### src/rtl/blockXferPkg.sv
package blockXferPkg;

  typedef enum logic [1:0] {
    ST_IDLE = 2'd0,
    ST_XFER = 2'd1,
    ST_FIN  = 2'd2
  } seqState_t;

  typedef struct packed {
    logic capture;
    logic advance;
    logic finish;
  } xferStrobes_t;

endpackage

### src/rtl/blockXferCtrl.sv
module blockXferCtrl
  import blockXferPkg::*;
(
  input  logic         clk,
  input  logic         rstN,
  input  logic         startI,
  input  logic         listEmpty,
  input  logic         lastOne,
  input  logic         memReady,
  output xferStrobes_t strb,
  output logic         memValid,
  output logic         doneO,
  output logic         busyO
);

  seqState_t st, stNext;

  always_ff @(posedge clk) begin
    if (!rstN) st <= ST_IDLE;
    else       st <= stNext;
  end

  always_comb begin
    stNext = st;
    strb   = '0;
    case (st)
      ST_IDLE: begin
        if (startI) begin
          strb.capture = 1'b1;
          stNext = listEmpty ? ST_FIN : ST_XFER;
        end
      end
      ST_XFER: begin
        if (memReady) begin
          strb.advance = 1'b1;
          if (lastOne) stNext = ST_FIN;
        end
      end
      ST_FIN: begin
        strb.finish = 1'b1;
        stNext = ST_IDLE;
      end
      default: stNext = ST_IDLE;
    endcase
  end

  assign memValid = (st == ST_XFER);
  assign doneO    = (st == ST_FIN);
  assign busyO    = (st != ST_IDLE);

endmodule

### src/rtl/blockXferPath.sv
module blockXferPath
  import blockXferPkg::*;
#(
  parameter int NREG = 16,
  parameter int AW   = 32,
  parameter int DW   = 32
) (
  input  logic                     clk,
  input  logic                     rstN,
  input  xferStrobes_t             strb,
  input  logic [$clog2(NREG)-1:0]  baseIdx,
  input  logic [NREG-1:0]          regList,
  input  logic [AW-1:0]            baseAddr,
  input  logic                     preStep,
  input  logic                     ascend,
  input  logic                     wrBack,
  input  logic                     isLoad,
  input  logic                     newArch,
  input  logic [DW-1:0]            memRdata,
  input  logic [DW-1:0]            rfRdData,
  output logic                     listEmpty,
  output logic                     lastOne,
  output logic [AW-1:0]            memAddr,
  output logic                     memWrite,
  output logic [DW-1:0]            memWdata,
  output logic [$clog2(NREG)-1:0]  rfRdIdx,
  output logic                     rfWrEn,
  output logic [$clog2(NREG)-1:0]  rfWrIdx,
  output logic [DW-1:0]            rfWrData,
  output logic                     wbEn,
  output logic [$clog2(NREG)-1:0]  wbIdx,
  output logic [AW-1:0]            wbValue
);

  localparam int IDXW     = $clog2(NREG);
  localparam int CNTW     = $clog2(NREG + 1);
  localparam int WBYTES   = DW / 8;
  localparam int WSHIFT   = $clog2(WBYTES);
  localparam logic [AW-1:0] STEP = AW'(WBYTES);

  function automatic logic [IDXW-1:0] lowestSet(input logic [NREG-1:0] v);
    logic [IDXW-1:0] r;
    r = '0;
    for (int i = NREG - 1; i >= 0; i--) begin
      if (v[i]) r = IDXW'(i);
    end
    return r;
  endfunction

  logic [NREG-1:0] remList;
  logic [AW-1:0]   curAddr;
  logic [IDXW-1:0] baseIdxLat;
  logic            loadLat;
  logic            wbWantLat;
  logic [AW-1:0]   wbValLat;

  logic [CNTW-1:0] regCount;
  logic [AW-1:0]   span;
  logic [AW-1:0]   newBase;
  logic [AW-1:0]   firstAddr;
  logic [NREG-1:0] belowMask;
  logic            inList, isFirst, isLast, isOnly;
  logic            wbWant;
  logic [AW-1:0]   wbPick;

  // Per-instruction arithmetic, evaluated on the sampled inputs
  always_comb begin
    regCount  = CNTW'($countones(regList));
    span      = AW'(regCount) << WSHIFT;
    newBase   = ascend ? (baseAddr + span) : (baseAddr - span);
    if (ascend) firstAddr = preStep ? (baseAddr + STEP) : baseAddr;
    else        firstAddr = preStep ? (baseAddr - span) : (baseAddr - span + STEP);
  end

  // Base-conflict rules
  always_comb begin
    belowMask = (NREG'(1) << baseIdx) - NREG'(1);
    inList    = regList[baseIdx];
    isFirst   = (regList & belowMask) == '0;
    isLast    = (regList >> baseIdx) == NREG'(1);
    isOnly    = regCount == CNTW'(1);
    wbWant    = 1'b0;
    wbPick    = newBase;
    if (wrBack && (regList != '0)) begin
      if (!inList) begin
        wbWant = 1'b1;
      end else if (!isLoad) begin
        wbWant = 1'b1;
        if (newArch || isFirst) wbPick = baseAddr;
      end else if (newArch && (isOnly || !isLast)) begin
        wbWant = 1'b1;
      end
    end
  end

  always_ff @(posedge clk) begin
    if (!rstN) begin
      remList    <= '0;
      curAddr    <= '0;
      baseIdxLat <= '0;
      loadLat    <= 1'b0;
      wbWantLat  <= 1'b0;
      wbValLat   <= '0;
    end else if (strb.capture) begin
      remList    <= regList;
      curAddr    <= firstAddr;
      baseIdxLat <= baseIdx;
      loadLat    <= isLoad;
      wbWantLat  <= wbWant;
      wbValLat   <= wbPick;
    end else if (strb.advance) begin
      remList    <= remList & (remList - NREG'(1));
      curAddr    <= curAddr + STEP;
    end
  end

  assign listEmpty = (regList == '0);
  assign lastOne   = (remList & (remList - NREG'(1))) == '0;
  assign rfRdIdx   = lowestSet(remList);
  assign memAddr   = curAddr;
  assign memWrite  = !loadLat;
  assign memWdata  = rfRdData;
  assign rfWrEn    = strb.advance && loadLat;
  assign rfWrIdx   = rfRdIdx;
  assign rfWrData  = memRdata;
  assign wbEn      = strb.finish && wbWantLat;
  assign wbIdx     = baseIdxLat;
  assign wbValue   = wbValLat;

endmodule

### src/rtl/blockXferSeq.sv
module blockXferSeq
  import blockXferPkg::*;
#(
  parameter int NREG = 16,
  parameter int AW   = 32,
  parameter int DW   = 32
) (
  input  logic                    clk,
  input  logic                    rstN,
  input  logic                    startI,
  input  logic [$clog2(NREG)-1:0] baseIdx,
  input  logic [NREG-1:0]         regList,
  input  logic [AW-1:0]           baseAddr,
  input  logic                    preStep,
  input  logic                    ascend,
  input  logic                    wrBack,
  input  logic                    isLoad,
  input  logic                    newArch,
  output logic                    busyO,
  output logic                    doneO,
  output logic                    memValid,
  output logic [AW-1:0]           memAddr,
  output logic                    memWrite,
  output logic [DW-1:0]           memWdata,
  input  logic                    memReady,
  input  logic [DW-1:0]           memRdata,
  output logic [$clog2(NREG)-1:0] rfRdIdx,
  input  logic [DW-1:0]           rfRdData,
  output logic                    rfWrEn,
  output logic [$clog2(NREG)-1:0] rfWrIdx,
  output logic [DW-1:0]           rfWrData,
  output logic                    wbEn,
  output logic [$clog2(NREG)-1:0] wbIdx,
  output logic [AW-1:0]           wbValue
);

  xferStrobes_t strb;
  logic listEmpty, lastOne;

  blockXferCtrl uCtrl (
    .clk(clk), .rstN(rstN), .startI(startI),
    .listEmpty(listEmpty), .lastOne(lastOne), .memReady(memReady),
    .strb(strb), .memValid(memValid), .doneO(doneO), .busyO(busyO)
  );

  blockXferPath #(.NREG(NREG), .AW(AW), .DW(DW)) uPath (
    .clk(clk), .rstN(rstN), .strb(strb),
    .baseIdx(baseIdx), .regList(regList), .baseAddr(baseAddr),
    .preStep(preStep), .ascend(ascend), .wrBack(wrBack),
    .isLoad(isLoad), .newArch(newArch),
    .memRdata(memRdata), .rfRdData(rfRdData),
    .listEmpty(listEmpty), .lastOne(lastOne),
    .memAddr(memAddr), .memWrite(memWrite), .memWdata(memWdata),
    .rfRdIdx(rfRdIdx), .rfWrEn(rfWrEn), .rfWrIdx(rfWrIdx),
    .rfWrData(rfWrData), .wbEn(wbEn), .wbIdx(wbIdx), .wbValue(wbValue)
  );

endmodule

### config.mk
export PLATFORM = sky130hd
export DESIGN_NAME = blockXferSeq
export DESIGN_NICKNAME = d
export VERILOG_FILES = /design/src/rtl/blockXferPkg.sv /design/src/rtl/blockXferCtrl.sv /design/src/rtl/blockXferPath.sv /design/src/rtl/blockXferSeq.sv
export SDC_FILE = /design/constraint.sdc
export NUM_CORES = 1
export LEC_CHECK = 0
export ABC_CLOCK_PERIOD_IN_PS = 8300
export CORE_UTILIZATION = 46
export CTS_BUF_LIST = sky130_fd_sc_hd__clkbuf_4 sky130_fd_sc_hd__clkbuf_8
export DETAILED_ROUTE_END_ITERATION = 6
export PLACE_DENSITY = 0.76
export SLEW_MARGIN = 20
export SYNTH_ARGS = -nofsm -noshare
export SYNTH_HDL_FRONTEND = slang
export SYNTH_SLANG_ARGS = --single-unit
### constraint.sdc
create_clock -name clk -period 8.3 [get_ports clk]
set_clock_uncertainty 0.05 [all_clocks]
set_input_delay 1.66 -clock clk [delete_from_list [all_inputs] [get_ports clk]]
set_output_delay 1.66 -clock clk [all_outputs]
set_load 0.05 [all_outputs]
==> flow_summary.ini, run 1 <==
[clock_tree]
clk_latency_ns = 0.39
cts_sinks = 88
cts_root_buf = clkbuf_8
numCtsBuffers = 9
cts_tree = yes
cts_max_level = 3
clockBufferDepth = 2
clkTransAtPathRegs_ns = 0.09

[global_route]
top_usage_layer = met1
grt_use_met1 = 0.450
grt.overflow.total = 0
grt_max_degree = 62
grt_pass1_vias = 8856
antenna_found_initial = 0
grt_usage = 0.303
use_met2 = 0.425
grt_pass1_wl_microns = 48500
use_met3 = 0.0712

[sta]
period_share = 0.965
setup_viol = 0
rsz0062_at_grt = no
min_period_ns = 8.01
slew_headroom = 0.253
maxSlewViolCount = 0
whs_ns = 0.409
setup_slack_ns = 0.289
fin_tns_setup_ns = 0
hold_viol_final = 0
worst_pin_slew_ns = 1.12
fmax_mhz = 125

[final_layout]
fin_util = 0.567
areaGrowthSynthToFinish_pct = 19.9
final_nets = 1544
diodes = 0
drive_above_1_share = 0.106

[logic_synthesis]
ys_warn_count = 0
syn-instance-count = 1285
seq_area_frac_synth = 0.190
synth-edff-count = 0
ys_ff_latch = 88
async_reset_ff_frac = 0
post_synth_num_cell_types = 83
synth_flop_cell = dfxtp_1
avgSynthCellArea_sq_um = 7.22
synth_nets = 1459
synth_area_sq_mm = 0.00927

[floorplanning]
coreArea_sq_mm = 0.0196
initial_core_util = 0.473
rows = 51
die_area_sq_mm = 0.0207
die_y_microns = 144
die_w_microns = 144
ioPinCount = 271

[min_path]
hold_end = uPath.wbValue[24]$_SDFFE_PN0P_
worstHoldPathCells = 2
hp-start = uPath.wbValue[24]$_SDFFE_PN0P_
min_path_type = reg2reg

[worst_setup_path]
worstReg2RegEnd = uPath.memAddr[27]$_SDFFE_PN0P_
timing.rr.start = uCtrl.st[0]$_SDFFE_PN0P_
required_ns = 8.50
cp_num_buf_inv = 9
startpoint_type = input pin
cp_common_cell = inv_1
worst_ep_arrival_time_ns = 8.21
rr_worst_depth = 9
cp-end-kind = flop
slowest_delay_ns = 0.53
cpLargestDelayFamily = adder cells
crit_slowest_cell = clkdlybuf4s50_1
crit_cells = 26
worst-setup-path-type = in2reg
r2r_slack_ns = 5.13
crit_fanout = 5

[outcome]
status = finished clean

[flow_run]
drv_cap = 0

[power]
vdd_drop_max_mv = 0.194
p_total_uw = 2670
switching_power_uw = 1360
cellLeakagePower_uw = 0.00425
power_frac_comb = 0.687
power.share.sequential = 0.201
clock_power_share = 0.112
p_int_uw = 1320
swShare = 0.507
p_per_area_mw_per_mm2 = 241

[route]
drc = 0
viasPerCell = 6.10
via_count = 9994
drtIter0Drc = 1027
drt-pass1-iter-count = 5
ant_nets = 0
wire_per_inst_microns = 18.9
drt-total-wl_microns = 31000

[place]
dp_slack_ns = -0.280
hpwl_microns = 23500
io_buffers = 142
gp_congestion = 0.975
-- how the worst max path moves through the flow --
stage | start | end | slack, ns
after floorplan | regList[6] | uPath.memAddr[20]$_SDFFE_PN0P_ | 0.68
after global placement | regList[6] | uPath.memAddr[20]$_SDFFE_PN0P_ | -0.21
after detailed placement | regList[1] | uPath.memAddr[20]$_SDFFE_PN0P_ | -0.28
after CTS | regList[1] | uPath.memAddr[20]$_SDFFE_PN0P_ | 0.12
after global routing | regList[1] | uPath.memAddr[24]$_SDFFE_PN0P_ | 0.01
final | regList[1] | uPath.memAddr[20]$_SDFFE_PN0P_ | 0.29
-- sequential cells by signal, indices dropped and copies added (netlist names) --
register,count
uCtrl.st,2
uPath.remList,16
uPath.memAddr,32
uPath.wbValue,32
uPath.loadLat,1
uPath.wbIdx,4
uPath.wbWantLat,1
-- timing repair --
action / in CTS / in global routing
buffers inserted: 0 / 1
setup endpoints to repair: 0 / 21
hold buffers: 0 / 0
endpoints found under the hold margin: 0 / 0
gates resized for setup: 0 / 18
-- worst reg2reg max path, cell delays in order, from the launching register on --
cell	delay, ns
dfxtp_1	0.39
and3b_1	0.67
nand3_1	0.32
nor3_1	0.69
nand2_1	0.14
xnor2_1	0.16
o21ai_0	0.30
nor3b_1	0.10
mux2i_1	0.14
o21ai_0	0.08
-- stage by stage --
step,instances,cell area [sq um]
2_1_floorplan,1285,9270
3_3_place_gp,1623,10800
3_5_place_dp,1623,10800
4_1_cts,1638,11000
5_1_grt,1639,11100
6_report,1639,11100
-- synth_stat cells, drive strengths merged (22+ instances only) --
cell,instances,area [sq um]
nand3,38,190
or3,22,143
clkbuf,72,270
buf,84,578
a21oi,103,515
nand4,26,169
nor2,133,499
xnor2,54,473
ha,36,450
nand2,109,409
dfxtp,88,1760
xor2,39,342
nor3,44,236
o21ai,69,345
inv,67,251
-- per-layer routing --
layer | share of wire | up-vias
met5 | 0 | -
met4 | 0.017 | 0
met3 | 0.11 | 49
met2 | 0.41 | 569
met1 | 0.46 | 4674
li1 | - | 4702
-- placed cells by master, fill, tap and decap left out, types with 40 or more instances in the layout --
cell and n:
a21oi_1 102, buf_4 88, clkdlybuf4s50_1 141, dfxtp_1 88, inv_1 67, nand2_1 109
nor2_1 132, nor3_1 40, o21ai_0 68, xnor2_1 54
-- layout make-up --
type / instances / area (sq um)
Multi-Input combinational cell: 974 / 6510
Clock inverter: 5 / 42.5
Sequential cell: 88 / 1760
Inverter: 67 / 251
Clock buffer: 10 / 138
Timing Repair Buffer: 230 / 2080
Tap cell: 265 / 332
Fill cell: 1870 / 8480
-- power groups by stage --
stage	logic [uW]	clock network, uW	registers [uW]
4_1_cts	1750	303	534
3_3_place_gp	1710	0	542
5_1_grt	1990	317	545
3_5_place_dp	1740	0	544
6_report	1840	300	536
2_1_floorplan	1080	0	689
-- logic make-up after synthesis --
logic type,share of synthesized area
muxes,0.0345
buffers and inverters,0.119
DFF,0.190
and+or+nand+nor,0.252
AOI/OAI and AO/OA,0.237
xor gates and xnor gates,0.0879
adders and majority gates,0.0799
Power figures use the tool's default switching activity.
==> run 2: changes to the inputs <==
MAX_ROUTING_LAYER = met4   (was unset)
SYNTH_HIERARCHICAL = 1   (was unset)
==> run 2 against run 1 <==
Via count down 0.69%. Routed wire length increased by 1.8%. Sequential share of layout area decreased by 0.53 points. Sequential power shrank 0.9%. Register-to-register slack about the same. Critical endpoint is now uPath/memAddr[24]$_SDFFE_PN0N_.
==> flow_summary.ini, run 2 <==
[clock_tree]
cts_sinks = 88
clk_latency_ns = 0.40
clkTransAtPathRegs_ns = 0.10
cts_max_level = 3
numCtsBuffers = 9
clockBufferDepth = 2
cts_root_buf = clkbuf_8
cts_tree = yes

[global_route]
grt.overflow.total = 0
grt_usage = 0.313
antenna_found_initial = 0
grt_pass1_wl_microns = 48700
grt_pass1_vias = 8979
grt_max_degree = 81

[final_layout]
drive_above_1_share = 0.157
mostFrequentLayoutCell = clkdlybuf4s50_1
areaGrowthSynthToFinish_pct = 24.8
layout_common_cells = clkdlybuf4s50_1, nand2_1, buf_4
diodes = 0
final_nets = 1560
final_area_sq_mm = 0.0115

[logic_synthesis]
avgSynthCellArea_sq_um = 7.29
ys_ff_latch = 88
synth_flop_cell = dfxtp_1
synthMuxAreaShare = 0.0348
yosys.area.top_type_share = 0.191
ys_warn_count = 6
yosysMostFrequentCell = nand2_1
synth_area_sq_mm = 0.00921
synth-edff-count = 0
synth_compound_area_frac = 0.216
yosysTopAreaCell = dfxtp_1
syn-instance-count = 1263
synth-xor-area-share = 0.108
synth_adder_area_share = 0.0685
synth_nets = 1430
synth_top_family_by_area = simple AND/OR/NAND/NOR gates
synthTopCellsByCount = nand2_1, nor2_1, a21oi_1, dfxtp_1, o21ai_0
synth-simple-area-share = 0.268
netlist_top_cells_area = dfxtp_1, xnor2_1, buf_4
seq_area_frac_synth = 0.191
async_reset_ff_frac = 0
post_synth_num_cell_types = 90

[worst_setup_path]
crit_slowest_cell = fa_1
startpoint_type = input pin
slowest_delay_ns = 0.53
worst-setup-path-type = in2reg
cp-end-kind = flop
r2r_slack_ns = 5.13
cp_num_buf_inv = 6
required_ns = 8.54
worstReg2RegEnd = uPath/memAddr[29]$_SDFFE_PN0N_
rr_worst_depth = 11
cpLargestDelayFamily = adder cells
crit_fanout = 5
timing.rr.start = uCtrl/st[0]$_SDFFE_PN0P_
worst_ep_arrival_time_ns = 8.38

[sta]
setup_viol = 0
fin_tns_setup_ns = 0
fmax_mhz = 123
min_period_ns = 8.14
period_share = 0.981
worst_pin_slew_ns = 0.924
slew_headroom = 0.378
maxSlewViolCount = 0
hold_viol_final = 0

[route]
via_count = 9925
drtIter0Drc = 905
viasPerCell = 5.97
wire_per_inst_microns = 19.0
ant_nets = 0
drt-total-wl_microns = 31500
drc = 0
drt-pass1-iter-count = 5

[floorplanning]
coreArea_sq_mm = 0.0195
die_area_sq_mm = 0.0206
rows = 51
initial_core_util = 0.472
die_y_microns = 144
ioPinCount = 271
die_w_microns = 144

[flow_run]
drv_cap = 0

[power]
power.share.sequential = 0.162
switching_power_uw = 1570
clock_power_share = 0.102
cellLeakagePower_uw = 0.00438
p_int_uw = 1710
vdd_drop_max_mv = 0.401
power_frac_comb = 0.736
swShare = 0.479
p_per_area_mw_per_mm2 = 286

[min_path]
min_path_type = reg2reg
hold_end = uPath/wbWantLat$_SDFFE_PN0P_
worstHoldPathCells = 2
hp-start = uPath/wbWantLat$_SDFFE_PN0P_

[outcome]
status = finished clean

[place]
hpwl_microns = 23700
place_area_sq_mm = 0.0110
io_buffers = 142
gp_congestion = 0.980
==> run 2: cell types whose count changed after synthesis, sizes merged, moves of 12 or more <==
cell    previous run  this run
nand2            109       135
nor2             133       105
nor4              13        27
o21ai             69        82
clkbuf            72        60
inv               67        48
xnor2             54        67
a22oi             17         5
==> run 2: cell type report <==
type	count	area, sq um
Fill cell	1807	8030
Sequential cell	88	1760
Tap cell	265	332
Inverter	49	184
Clock buffer	9	124
Clock inverter	7	77.6
Timing Repair Buffer	269	2390
Multi-Input combinational cell	976	6630
==> run 2: through the flow <==
stage	utilization	power [uW]	cells	hold slack, ns	worst slack [ns]
2_1_floorplan	-	1910	1263	0.367	0.341
3_3_place_gp	0.564	2680	1641	0.378	-0.348
3_5_place_dp	0.564	2700	1641	0.382	-0.478
4_1_cts	0.577	3060	1658	0.406	0.00136
5_1_grt	0.589	3480	1663	0.426	-0.0260
6_report	0.589	3290	1663	0.402	0.156
==> run 2: cells by family (layout without fill, tap and decap cells) <==
family / count (synthesis) / in the layout
buffers and inverters: 199 / 334
adder cells (fa/ha/maj): 45 / 45
XOR/XNOR: 113 / 113
AND/OR/NAND/NOR: 485 / 485
AO/OA/AOI/OAI: 309 / 309
multiplexers: 24 / 24
flip-flops: 88 / 88
==> run 2: worst max path at each step <==
stage / cells after the start / start / slack, ns / to
3_5_place_dp: 28 / regList[0] / -0.48 / uPath/memAddr[28]$_SDFFE_PN0N_
5_1_grt: 28 / regList[3] / -0.03 / uPath/memAddr[13]$_SDFFE_PN0N_
2_1_floorplan: 23 / regList[0] / 0.34 / uPath/memAddr[28]$_SDFFE_PN0N_
4_1_cts: 27 / regList[0] / 0.001 / uPath/memAddr[31]$_SDFFE_PN0N_
6_report: 26 / regList[3] / 0.16 / uPath/memAddr[24]$_SDFFE_PN0N_
3_3_place_gp: 27 / regList[0] / -0.35 / uPath/memAddr[11]$_SDFFE_PN0N_
==> run 2: layer usage <==
| layer | up-vias | track usage | part of all wire |
|---|---|---|---|
| li1 | 4702 | - | - |
| met1 | 4683 | 0.452 | 0.46 |
| met2 | 471 | 0.441 | 0.43 |
| met3 | 69 | 0.0417 | 0.084 |
| met4 | 0 | 0.105 | 0.027 |
| met5 | - | - | 0 |
==> run 2: worst min-delay path, delay by kind of cell, from the launching register on <==
kind / cells / cell delay [ns]
and+or+nand+nor: 1 / 0.05
DFF: 1 / 0.33
AOI/OAI and AO/OA: 1 / 0.05
==> run 2: repair_timing <==
item                       in CTS  in global routing
setup endpoints to repair      12                 36
gates cloned                    0                  0
pin swaps                       3                 19
buffers inserted                1                  5
gates resized for setup         5                 41
hold buffers                    0                  0
==> run 2: power groups by stage <==
| stage | logic [uW] | registers, uW | clock network (uW) |
|---|---|---|---|
| after global routing | 2590 | 539 | 352 |
| after CTS | 2190 | 530 | 337 |
| after detailed placement | 2160 | 539 | 0 |
| after floorplan | 1220 | 686 | 0 |
| after global placement | 2140 | 539 | 0 |
| final | 2420 | 531 | 337 |
==> run 3: changes to the inputs <==
SYNTH_HIERARCHICAL = unset   (was 1)
==> run 3 against run 2 <==
Sequential share of layout area rose by 0.50 points. Setup slack improved by 0.12 ns. Fmax rose by 1.5%. Sequential power rose by 0.9%. Die area rose by 0.66%. Register-to-register slack got worse by 0.16 ns. Non-clock buffer count fell by 41. Cell count fell by 1.5%. Clock power barely moved. Highest routed layer unchanged.
==> flow_summary.ini, run 3 (same netlist as run 1, synthesis figures left out) <==
[outcome]
status = finished clean

[final_layout]
final_nets = 1542
finalNonFillerCells = 1638
nFillCells = 1879
areaGrowthSynthToFinish_pct = 20.1
drive_above_1_share = 0.109
mostFrequentLayoutCell = clkdlybuf4s50_1
diodes = 0
multi_input_area_sq_mm = 0.00652
seqCellArea_sq_mm = 0.00176
layout_common_cells = clkdlybuf4s50_1, nor2_1, nand2_1

[worst_setup_path]
slowest_delay_ns = 0.53
worst_ep_arrival_time_ns = 8.21
startpoint_type = input pin
cp_num_buf_inv = 9
crit_slowest_cell = fa_1
required_ns = 8.49
worst-setup-path-type = in2reg
crit_fanout = 5
cpLargestDelayFamily = adder cells
cp-end-kind = flop
cp_common_cell = inv_1

[route]
wire_per_inst_microns = 18.8
drtIter0Drc = 1088
via_count = 9857
drc = 0
drt-pass1-iter-count = 5
drt-total-wl_microns = 30800
viasPerCell = 6.02
ant_nets = 0

[power]
vdd_drop_max_mv = 0.191
swShare = 0.502
power.share.sequential = 0.200
p_int_uw = 1330
cellLeakagePower_uw = 0.00425
switching_power_uw = 1340
power_frac_comb = 0.675
p_per_area_mw_per_mm2 = 240
clock_power_share = 0.125

[sta]
setup_viol = 0
maxSlewViolCount = 0
setup_slack_ns = 0.279
fmax_mhz = 125
fin_tns_setup_ns = 0
hold_viol_final = 0
slew_headroom = 0.265
min_period_ns = 8.02
worst_pin_slew_ns = 1.10
period_share = 0.966

[floorplanning]
initial_core_util = 0.473
die_w_microns = 144
die_area_sq_mm = 0.0207
rows = 51
ioPinCount = 271
die_y_microns = 144
coreArea_sq_mm = 0.0196

[clock_tree]
cts_sinks = 88
clockBufferDepth = 2
clk_latency_ns = 0.40
cts_root_buf = clkbuf_8
cts_hold_buf = 0
cts_max_level = 3
cts_tree = yes
clkTransAtPathRegs_ns = 0.10
numCtsBuffers = 9

[place]
post-place-cells = 1620
dp_slack_ns = -0.225
io_buffers = 142
gp_congestion = 1.02
hpwl_microns = 23400

[global_route]
antenna_found_initial = 0
grt_max_degree = 74
grt_pass1_vias = 8644
grt.overflow.total = 0
grt_pass1_wl_microns = 48300
grt_usage = 0.307

[flow_run]
drv_cap = 0

[min_path]
min_path_type = reg2reg
## run 3: cell types whose count changed in the layout (fill, tap and decap cells not counted), sizes merged, moves of 9 or more
cell   change
xnor2     -13
inv       +20
o21ai     -13
nor2      +28
nand2     -26
buf       -41
a21oi      +9
a22oi     +12
nor4      -14
## run 3: final timing paths
check / from / to / slack (ns) / cells past startpoint
setup reg to reg: uCtrl.st[0]$_SDFFE_PN0P_ / uPath.memAddr[27]$_SDFFE_PN0P_ / 4.97 / 9
hold / removal: uPath.wbValue[24]$_SDFFE_PN0P_ / uPath.wbValue[24]$_SDFFE_PN0P_ / 0.41 / 2
hold reg to reg: uPath.wbValue[24]$_SDFFE_PN0P_ / uPath.wbValue[24]$_SDFFE_PN0P_ / 0.41 / 2
setup / recovery: regList[6] / uPath.memAddr[20]$_SDFFE_PN0P_ / 0.28 / 27
## run 3: metal layers
metal / up-vias / global-route usage / wire, microns
met5: - / - / 0
met4: 0 / 0.0521 / 275
met3: 31 / 0.0513 / 3200
met2: 521 / 0.411 / 12500
met1: 4619 / 0.475 / 14800
li1: 4686 / - / -
## run 3: stage by stage
| stage | cell area (sq um) | power [uW] | hold slack, ns | util |
|---|---|---|---|---|
| detailed placement | 10800 | 2280 | 0.397 | 0.552 |
| global route | 11100 | 2870 | 0.428 | 0.568 |
| global placement | 10800 | 2250 | 0.391 | 0.552 |
| finish | 11100 | 2680 | 0.408 | 0.568 |
| CTS | 11000 | 2620 | 0.412 | 0.562 |
| floorplan | 9270 | 1770 | 0.386 | - |
## run 3: area by class of cell
type                       count  area share
tap                          265      0.0298
timing repair buffer         228       0.185
inverter                      67      0.0226
clock inverter                 6     0.00652
clock buffer                  10      0.0118
multi-input combinational    974       0.586
sequential                    88       0.158
## run 3: repair_timing
| action | in CTS | in global routing |
|---|---|---|
| setup endpoints to repair | 0 | 19 |
| resized for setup | 0 | 22 |
| buffers inserted | 0 | 2 |
## run 3: power by group through the flow
stage | combinational, uW | clock [uW] | sequential, uW
floorplan | 1080 | 0 | 689
global placement | 1710 | 0 | 542
detailed placement | 1740 | 0 | 544
CTS | 1750 | 338 | 534
global route | 1970 | 353 | 545
finish | 1810 | 334 | 536
## run 3: worst reg2reg max path, cell delays in order (launching register included)
cell	delay, ns
dfxtp_1	0.40
and3b_1	0.66
nand3_1	0.36
nor3_1	0.72
nand2_1	0.14
xnor2_1	0.15
o21ai_0	0.39
nor3_1	0.10
mux2i_1	0.15
o21ai_0	0.09
